--- config.mk ---
export PLATFORM = sky130hd
export DESIGN_NAME = codec_cfg_ctrl
export DESIGN_NICKNAME = d
export VERILOG_FILES = /design/src/rtl/codec_cfg_pkg.sv /design/src/rtl/codec_cfg_decode.sv /design/src/rtl/codec_cfg_regs.sv /design/src/rtl/codec_cfg_pulse.sv /design/src/rtl/codec_cfg_ctrl.sv
export SDC_FILE = /design/constraint.sdc
export NUM_CORES = 1
export LEC_CHECK = 0
export ABC_CLOCK_PERIOD_IN_PS = 2100
export BUFFER_PORTS_ARGS = -buffer_cell sky130_fd_sc_hd__buf_2
export CORE_ASPECT_RATIO = 1.75
export CORE_MARGIN = 2
export CORE_UTILIZATION = 50
export CTS_CLUSTER_DIAMETER = 100
export DETAILED_ROUTE_END_ITERATION = 6
export PLACE_DENSITY = 0.84
export SLEW_MARGIN = 20
export SYNTH_ARGS = -nofsm -noshare
export SYNTH_HDL_FRONTEND = slang
export SYNTH_SLANG_ARGS = --single-unit
--- constraint.sdc ---
create_clock -name clk -period 2.1 [get_ports clk]
set_clock_uncertainty 0.05 [all_clocks]
set_input_delay 0.42 -clock clk [delete_from_list [all_inputs] [get_ports clk]]
set_output_delay 0.42 -clock clk [all_outputs]
set_load 0.01 [all_outputs]
--- src/rtl/codec_cfg_pkg.sv ---
package codec_cfg_pkg;
  localparam int NUM_REGS     = 4;
  localparam int CTRL_REQ_BIT = 0;
  localparam int CTRL_DIR_BIT = 1;

  typedef enum logic [1:0] {
    IDX_CTRL  = 2'd0,
    IDX_CADDR = 2'd1,
    IDX_DOUT  = 2'd2,
    IDX_DIN   = 2'd3
  } reg_idx_e;

  // event vector slots: one per output line
  localparam int EV_WR = 0;
  localparam int EV_RD = 1;
  localparam int NUM_EV = 2;
endpackage

--- src/rtl/codec_cfg_decode.sv ---
module codec_cfg_decode
  import codec_cfg_pkg::*;
#(
  parameter int ADDR_W = 6
) (
  input  logic [ADDR_W-1:2] word_addr,
  input  logic [3:0]        be,
  output logic              hit,
  output reg_idx_e          idx
);
  localparam int IDX_W = ADDR_W - 2;
  localparam logic [IDX_W-1:0] NREG = IDX_W'(NUM_REGS);

  logic [IDX_W-1:0] word_idx;
  assign word_idx = word_addr;

  // full-word access inside the codec words only
  assign hit = (be == 4'b1111) && (word_idx < NREG);
  assign idx = reg_idx_e'(word_idx[1:0]);
endmodule

--- src/rtl/codec_cfg_regs.sv ---
module codec_cfg_regs
  import codec_cfg_pkg::*;
#(
  parameter int DATA_W       = 32,
  parameter int CODEC_DATA_W = 16
) (
  input  logic                    clk,
  input  logic                    rst_n,
  input  logic                    wr_en,
  input  reg_idx_e                idx,
  input  logic [DATA_W-1:0]       wdata,
  input  logic                    rsp_strobe,
  input  logic [CODEC_DATA_W-1:0] rsp_data,
  output logic [DATA_W-1:0]       regs_o [NUM_REGS],
  output logic [NUM_EV-1:0]       req_ev
);
  localparam logic [DATA_W-1:0] REQ_MASK = DATA_W'(1) << CTRL_REQ_BIT;

  logic [DATA_W-1:0] regs_q [NUM_REGS];
  logic [DATA_W-1:0] regs_d [NUM_REGS];
  logic [DATA_W-1:0] din_ext;
  logic              ctrl_wr;

  assign din_ext = {{(DATA_W-CODEC_DATA_W){1'b0}}, rsp_data};
  assign ctrl_wr = wr_en && (idx == IDX_CTRL);

  // request flag is consumed at once and never stored
  assign req_ev[EV_WR] = ctrl_wr && wdata[CTRL_REQ_BIT] && wdata[CTRL_DIR_BIT];
  assign req_ev[EV_RD] = ctrl_wr && wdata[CTRL_REQ_BIT] && !wdata[CTRL_DIR_BIT];

  always_comb begin
    for (int i = 0; i < NUM_REGS; i++) begin
      regs_d[i] = regs_q[i];
      if (wr_en && (idx == reg_idx_e'(i))) begin
        regs_d[i] = (i == int'(IDX_CTRL)) ? (wdata & ~REQ_MASK) : wdata;
      end
    end
    // codec reply has priority over a bus write
    if (rsp_strobe) regs_d[IDX_DIN] = din_ext;
  end

  always_ff @(posedge clk or negedge rst_n) begin
    if (!rst_n) begin
      for (int i = 0; i < NUM_REGS; i++) regs_q[i] <= '0;
    end else begin
      for (int i = 0; i < NUM_REGS; i++) regs_q[i] <= regs_d[i];
    end
  end

  always_comb begin
    for (int i = 0; i < NUM_REGS; i++) regs_o[i] = regs_q[i];
  end
endmodule

--- src/rtl/codec_cfg_pulse.sv ---
module codec_cfg_pulse #(
  parameter int PEND_W = 2
) (
  input  logic clk,
  input  logic rst_n,
  input  logic req,
  output logic pulse
);
  localparam logic [PEND_W-1:0] CNT_MAX = '1;

  logic [PEND_W-1:0] cnt_q, cnt_d;
  logic              pulse_q;
  logic              fire;

  // a new pulse only after a low cycle, so events stay distinct
  assign fire = !pulse_q && (req || (cnt_q != '0));

  always_comb begin
    cnt_d = cnt_q;
    unique case ({req, fire})
      2'b10:   if (cnt_q != CNT_MAX) cnt_d = cnt_q + 1'b1;
      2'b01:   cnt_d = cnt_q - 1'b1;
      default: cnt_d = cnt_q;
    endcase
  end

  always_ff @(posedge clk or negedge rst_n) begin
    if (!rst_n) begin
      cnt_q   <= '0;
      pulse_q <= 1'b0;
    end else begin
      cnt_q   <= cnt_d;
      pulse_q <= fire;
    end
  end

  assign pulse = pulse_q;
endmodule

--- src/rtl/codec_cfg_ctrl.sv ---
module codec_cfg_ctrl
  import codec_cfg_pkg::*;
#(
  parameter int ADDR_W       = 6,
  parameter int CODEC_ADDR_W = 7,
  parameter int CODEC_DATA_W = 16,
  parameter int PEND_W       = 2
) (
  input  logic                    clk,
  input  logic                    rst_n,
  input  logic                    bus_wr_en,
  input  logic                    bus_rd_en,
  input  logic [ADDR_W-1:0]       bus_addr,
  input  logic [3:0]              bus_be,
  input  logic [31:0]             bus_wdata,
  output logic [31:0]             bus_rdata,
  input  logic                    rsp_strobe,
  input  logic [CODEC_DATA_W-1:0] rsp_data,
  output logic [CODEC_ADDR_W-1:0] codec_addr,
  output logic [CODEC_DATA_W-1:0] codec_wdata,
  output logic                    codec_write,
  output logic                    irq_wr_done,
  output logic                    irq_rd_reply
);
  localparam int DATA_W = 32;

  logic              hit;
  reg_idx_e          idx;
  logic [DATA_W-1:0] regs [NUM_REGS];
  logic [NUM_EV-1:0] req_ev;
  logic [NUM_EV-1:0] ev_pulse;
  logic              unused_lo;

  assign unused_lo = &{1'b0, bus_addr[1:0]};

  codec_cfg_decode #(.ADDR_W(ADDR_W)) u_dec (
    .word_addr (bus_addr[ADDR_W-1:2]),
    .be        (bus_be),
    .hit       (hit),
    .idx       (idx)
  );

  codec_cfg_regs #(.DATA_W(DATA_W), .CODEC_DATA_W(CODEC_DATA_W)) u_regs (
    .clk        (clk),
    .rst_n      (rst_n),
    .wr_en      (bus_wr_en && hit),
    .idx        (idx),
    .wdata      (bus_wdata),
    .rsp_strobe (rsp_strobe),
    .rsp_data   (rsp_data),
    .regs_o     (regs),
    .req_ev     (req_ev)
  );

  for (genvar g = 0; g < NUM_EV; g++) begin : g_ev
    codec_cfg_pulse #(.PEND_W(PEND_W)) u_pulse (
      .clk   (clk),
      .rst_n (rst_n),
      .req   (req_ev[g]),
      .pulse (ev_pulse[g])
    );
  end

  assign irq_wr_done  = ev_pulse[EV_WR];
  assign irq_rd_reply = ev_pulse[EV_RD];

  always_ff @(posedge clk or negedge rst_n) begin
    if (!rst_n) bus_rdata <= '0;
    else if (bus_rd_en) bus_rdata <= hit ? regs[idx] : '0;
  end

  assign codec_addr  = regs[IDX_CADDR][CODEC_ADDR_W-1:0];
  assign codec_wdata = regs[IDX_DOUT][CODEC_DATA_W-1:0];
  assign codec_write = regs[IDX_CTRL][CTRL_DIR_BIT];
endmodule

== After elaboration in Yosys (flattened, before gate mapping) ==
Index checks and enable logic that the tools add are counted.

* Add/subtract/negate cells: 4
* Multipliers: 0
* Divide/modulo/power cells: 0
* Magnitude comparators: 2
* Eq/ne operators: 12
* Shift operators: 0
* Multiplexer cells: 10
* Bitwise gates (word level): 1
* Reduce and logical (&&, ||, !) cells: 24

{| class="wikitable"
|+ Operators by type and width
! operator !! count
|-
| $mux W32 || 5
|-
| $bmux W32 S2 || 1
|-
| $logic_and A1 B1 Y1 || 11
|-
| $reduce_bool A2 Y1 || 5
|-
| $eq A2 B2 Y1 const B || 4
|-
| $pmux W2 S2 || 2
|-
| $eq A2 B1 Y1 const B || 3
|-
| $add A2 B1 Y2 const B || 2
|-
| $eq A4 B4 Y1 const B || 1
|-
| $lt A4 B3 Y1 const B || 1
|-
| $mux W2 || 2
|-
| $ne A2 B1 Y1 const B || 2
|-
| $ne A2 B2 Y1 const B || 2
|-
| $reduce_and A2 Y1 || 2
|-
| $sub A2 B1 Y2 const B || 2
|-
| $ge A3 B3 Y1 const B || 1
|-
| $logic_not A1 Y1 || 3
|-
| $not A2 Y3 || 1
|-
| $logic_not A2 Y1 || 1
|-
| $logic_or A1 B1 Y1 || 2
|}

* Bits in registers: 165
* Bits in latches: 0
* Bits in writable memories: 0
* Bits in read-only memories: 0
* Input port bits: 63
* Word-level logic and storage cells: 62
* Memories kept: 0

== Depth between registers and ports, before layout ==
* Depth in word-level cells: 11
* Depth in mapped cells: 5

== Hierarchy ==
Synthesis repeated with hierarchy kept, for this count alone.

* Cell total of the unflattened synthesis: 510
* Area total of the unflattened synthesis: 7482.2 um^2

{| class="wikitable"
|+ Modules (own cells, without submodules)
! module !! times used !! cells an instance !! area an instance (um^2)
|-
| codec_cfg_regs || 1 || 296 || 4877.2
|-
| codec_cfg_ctrl || 1 || 179 || 2287.2
|-
| codec_cfg_pulse || 2 || 15 || 141.4
|-
| codec_cfg_decode || 1 || 5 || 35.0
|}

== Least setup slack after synthesis ==
OpenSTA, ideal clock, no wires.

* Path type: input to register
* Start: in rsp_strobe
* End: reg u_regs.regs_q, in the netlist u_regs.regs_o[10]
* Setup time: 0.128 ns
* Arrival: 1.613 ns
* Required time: 1.922 ns
* Slack: 0.310 ns
* Cell stages on the path: 4
* Cells stage by stage: buf_2 -> buf_1 -> mux2_2 -> mux2_1

* Word-level cells in the longest chain between the ends: 1
* Elaborated cells between the ends (all ways): 2
* Classes of those cells: 1 x mux; 1 x reduce/logical

{| class="wikitable"
|+ Ends and longest elaborated chain
! element !! line !! RTL
|-
| start, declared || codec_cfg_ctrl.sv:17 || <nowiki>input logic rsp_strobe,</nowiki>
|-
| $mux W32 or $reduce_bool A2 Y1 (tied branches) || - ||
|-
| end, declared || codec_cfg_regs.sv:19 || <nowiki>logic [DATA_W-1:0] regs_q [NUM_REGS];</nowiki>
|}

Several ways; a longest one is shown, not always the timed one.
A chain may end at the register's enable or synchronous reset.

== Worst setup path after layout ==
* Start: in bus_be[2]
* End: reg u_regs.regs_q, in the netlist u_regs.regs_o[25]

* Word-level cells in the longest chain between the ends: 5

{| class="wikitable"
|+ Ends and longest elaborated chain
! element !! line !! RTL
|-
| start, declared || codec_cfg_ctrl.sv:14 || <nowiki>input logic [3:0] bus_be,</nowiki>
|-
| $eq A4 B4 Y1 || codec_cfg_decode.sv:18 || <nowiki>assign hit = (be == 4'b1111) && (word_idx < NREG);</nowiki>
|-
| $logic_and A1 B1 Y1 || codec_cfg_decode.sv:18 ||
|-
| $logic_and A1 B1 Y1 || codec_cfg_ctrl.sv:46 || <nowiki>.wr_en (bus_wr_en && hit),</nowiki>
|-
| $logic_and A1 B1 Y1 || codec_cfg_regs.sv:34 || <nowiki>if (wr_en && (idx == reg_idx_e'(i))) begin</nowiki>
|-
| $reduce_bool A2 Y1 (no line) || - ||
|}

Every way passes these cells.

==> run summary <==
Power Dens Cells: 795 nW/um^2
Sequential-to-total area share from yosys stat: 56.6%
Avg Cell Area, Syn: 15.6 um^2
Total of max-cap violations: 0
Internal Power: 5170 uW
Area Overhead vs Synth: 18.4%
Wire per inst: 21.6 um
Synthesized Nets: 529
Share of cells above drive strength 1: 54.9%
Port bufs: 118
Initial antenna violation count: 2
Sw Share: 24.7%
Clock Tree Root: clkbuf_16
Slew @ Worst Pin: 0.997 ns
Total gr overflow: 0
Final Cycle Share: 78.4%
Total power: 6870 uW
Fin. max-slew vios: 0
Worst setup path class: input pin to register
Vias in the first global route: 5136
Gate Count Post-Synth: 466
CTS tree: yes
Setup violators final: 0
Synth warn: 0
RSZ-0062 raised after global routing: false
Worst endpoint required time: 2.39 ns
Antenna Nets Post-Route: 0
Later-pin clock latency in the skew report: 0.42 ns
Post-DP HPWL: 11.4 mm
Non-filler cells, final: 769
Hold Fails Final Rpt: 0
Total Wirelength: 16.6 mm
Buffer count from post-CTS setup fixing: 0
Final core occ: 60.4%
Initial DRC count: 261
Fin Setup TNS: 0 ns
Fin area: 8640 um^2
# nets final: 637
Netlist cell types: 28
Synth top area share: 56.6%
Clock sinks: 165
Total number of vias: 4592
Sequential power share: 49.0%
Top cells by area, synth: dfrtp_1 57%, mux2_2 18%, mux4_2 9.6%
Crit path max fanout: 16
Filler cell count: 1075
Initial Util: 51.0%
CTS Buf Count: 17
Top Ports: 121
Status: complete, no violations
Core footprint: 14300 um^2
Tmin final: 1.65 ns
Rel. slew slack: 33.3%
Crit. End Element: register
GP Congestion: 0.801
Maximum vdd drop: 555 uV
H-tree levels: 4
Clock share of power: 43.2%
Gr usage total: 23.0%
Reg clk slew, reported paths: 0.07 ns
CP Launch Type: input pin
Largest area contributor in the synthesized netlist: dfrtp_1
Most frequent cells in the layout: 165 x dfrtp_1, 117 x buf_2, 114 x mux2_2
Placed cells: 734
Chip width: 95.3 um
Synth Register Bits: 165
F_max: 607 MHz
P_leak: 0.00438 uW
First-pass GRT wire length: 26.8 mm
Crit path DAT: 1.94 ns
Commonest non-fill, non-tap cell in the layout: dfrtp_1
Post-DP Area: 8050 um^2
Clock Tree Buf Depth: 2
P_sw: 1690 uW
Chip Height: 164 um
Combinational power share: 7.8%
Site Rows: 58
Largest net degree at the start of global routing: 56
Pre-Repair DR Iteration Count: 4
Post-Syn Area: 7290 um^2
Die ar.: 15600 um^2
Worst min path class: input pin to register
Residual DRC: 0
Vias per cell: 5.97
-- flip-flops by register name, summed over array words and instances, names as in the netlist --
register            count
g_ev.u_pulse.cnt_q      4
bus_rdata              32
u_regs.regs_o         127
g_ev.u_pulse.pulse      2
-- power by group through the flow --
stage / logic, uW / clock network (uW) / registers [uW]
2_1_floorplan: 321 / 0 / 3400
3_3_place_gp: 514 / 0 / 3410
3_5_place_dp: 542 / 0 / 3420
4_1_cts: 545 / 3030 / 3360
5_1_grt: 587 / 3180 / 3380
6_report: 536 / 2970 / 3370
-- cell usage after synthesis (all sizes together) --
| cell | instances |
|---|---|
| a21oi | 8 |
| and2 | 1 |
| nor3 | 1 |
| nor3b | 3 |
| inv | 1 |
| nand4 | 5 |
| and4 | 1 |
| nor2b | 3 |
| nand4bb | 1 |
| o21ai | 4 |
| a22o | 49 |
| nand2 | 1 |
| and3 | 1 |
| mux4 | 31 |
| nor4b | 1 |
| clkbuf | 6 |
| nand4b | 1 |
| mux2 | 128 |
| nand3b | 2 |
| mux2i | 2 |
| a31oi | 1 |
| dfrtp | 165 |
| nor2 | 4 |
| buf | 46 |
-- layout make-up --
cell class                      instances  area (um^2)  share of cell area (%)
Inverter                                1         3.75                  0.0435
Clock inverter                         14          136                    1.58
Clock buffer                           18          439                    5.08
Antenna cell                            2         5.00                  0.0579
Timing Repair Buffer                  141          847                    9.81
Tap cell                              180          225                    2.61
Multi-Input combinational cell        248         2850                    33.0
Sequential cell                       165         4130                    47.8
-- routing by layer --
layer	track usage, %	up-vias	part of all wire (%)
met5	0	-	0
met4	11.6	0	2.6
met2	39.5	155	55
met1	27.0	2444	37
met3	4.40	25	4.6
li1	-	1968	-
-- path summary, 6_finish.rpt --
| check | startpoint | end | slack, ns | cells after the start |
|---|---|---|---|---|
| min in group asynchronous | rst_n | u_regs.regs_o[125] | 0.49 | 2 |
| setup reg to reg | u_regs.regs_o[38] | bus_rdata[6] | 0.83 | 2 |
| hold / removal | bus_wdata[11] | u_regs.regs_o[11] | 0.21 | 2 |
| hold reg to reg | u_regs.regs_o[23] | u_regs.regs_o[23] | 0.45 | 1 |
| setup / recovery | bus_be[2] | u_regs.regs_o[25] | 0.45 | 4 |
| max in group asynchronous | rst_n | u_regs.regs_o[114] | 0.85 | 3 |
-- cell families (layout without fill, tap and decap cells) --
group                  Yosys count  in the layout  share of synthesized area, %
AND/OR/NAND/NOR                 25             25                          2.54
buffers and inverters           53            174                          4.43
flip-flops                     165            165                          56.6
AO/OA/AOI/OAI                   62             62                          6.79
multiplexers                   161            161                          29.6
other                            0              2                             0
-- stage by stage --
step,hold WS (ns),worst slack [ns]
CTS,0.192,0.496
global placement,0.356,0.0706
finish,0.208,0.453
detailed placement,0.379,0.0441
global route,0.196,0.416
floorplan,0.0744,0.310
-- critical path, stage by stage --
cell and delay [ns]:
buf_2 0.10, and4_1 0.29, a31oi_2 0.85, a22o_1 0.28
-- what timing repair did --
| action | in CTS | in global routing |
|---|---|---|
| hold endpoints to repair | 52 | 0 |
| hold buffers | 1 | 0 |
| resized for setup | 0 | 0 |
Power figures use the tool's default switching activity.
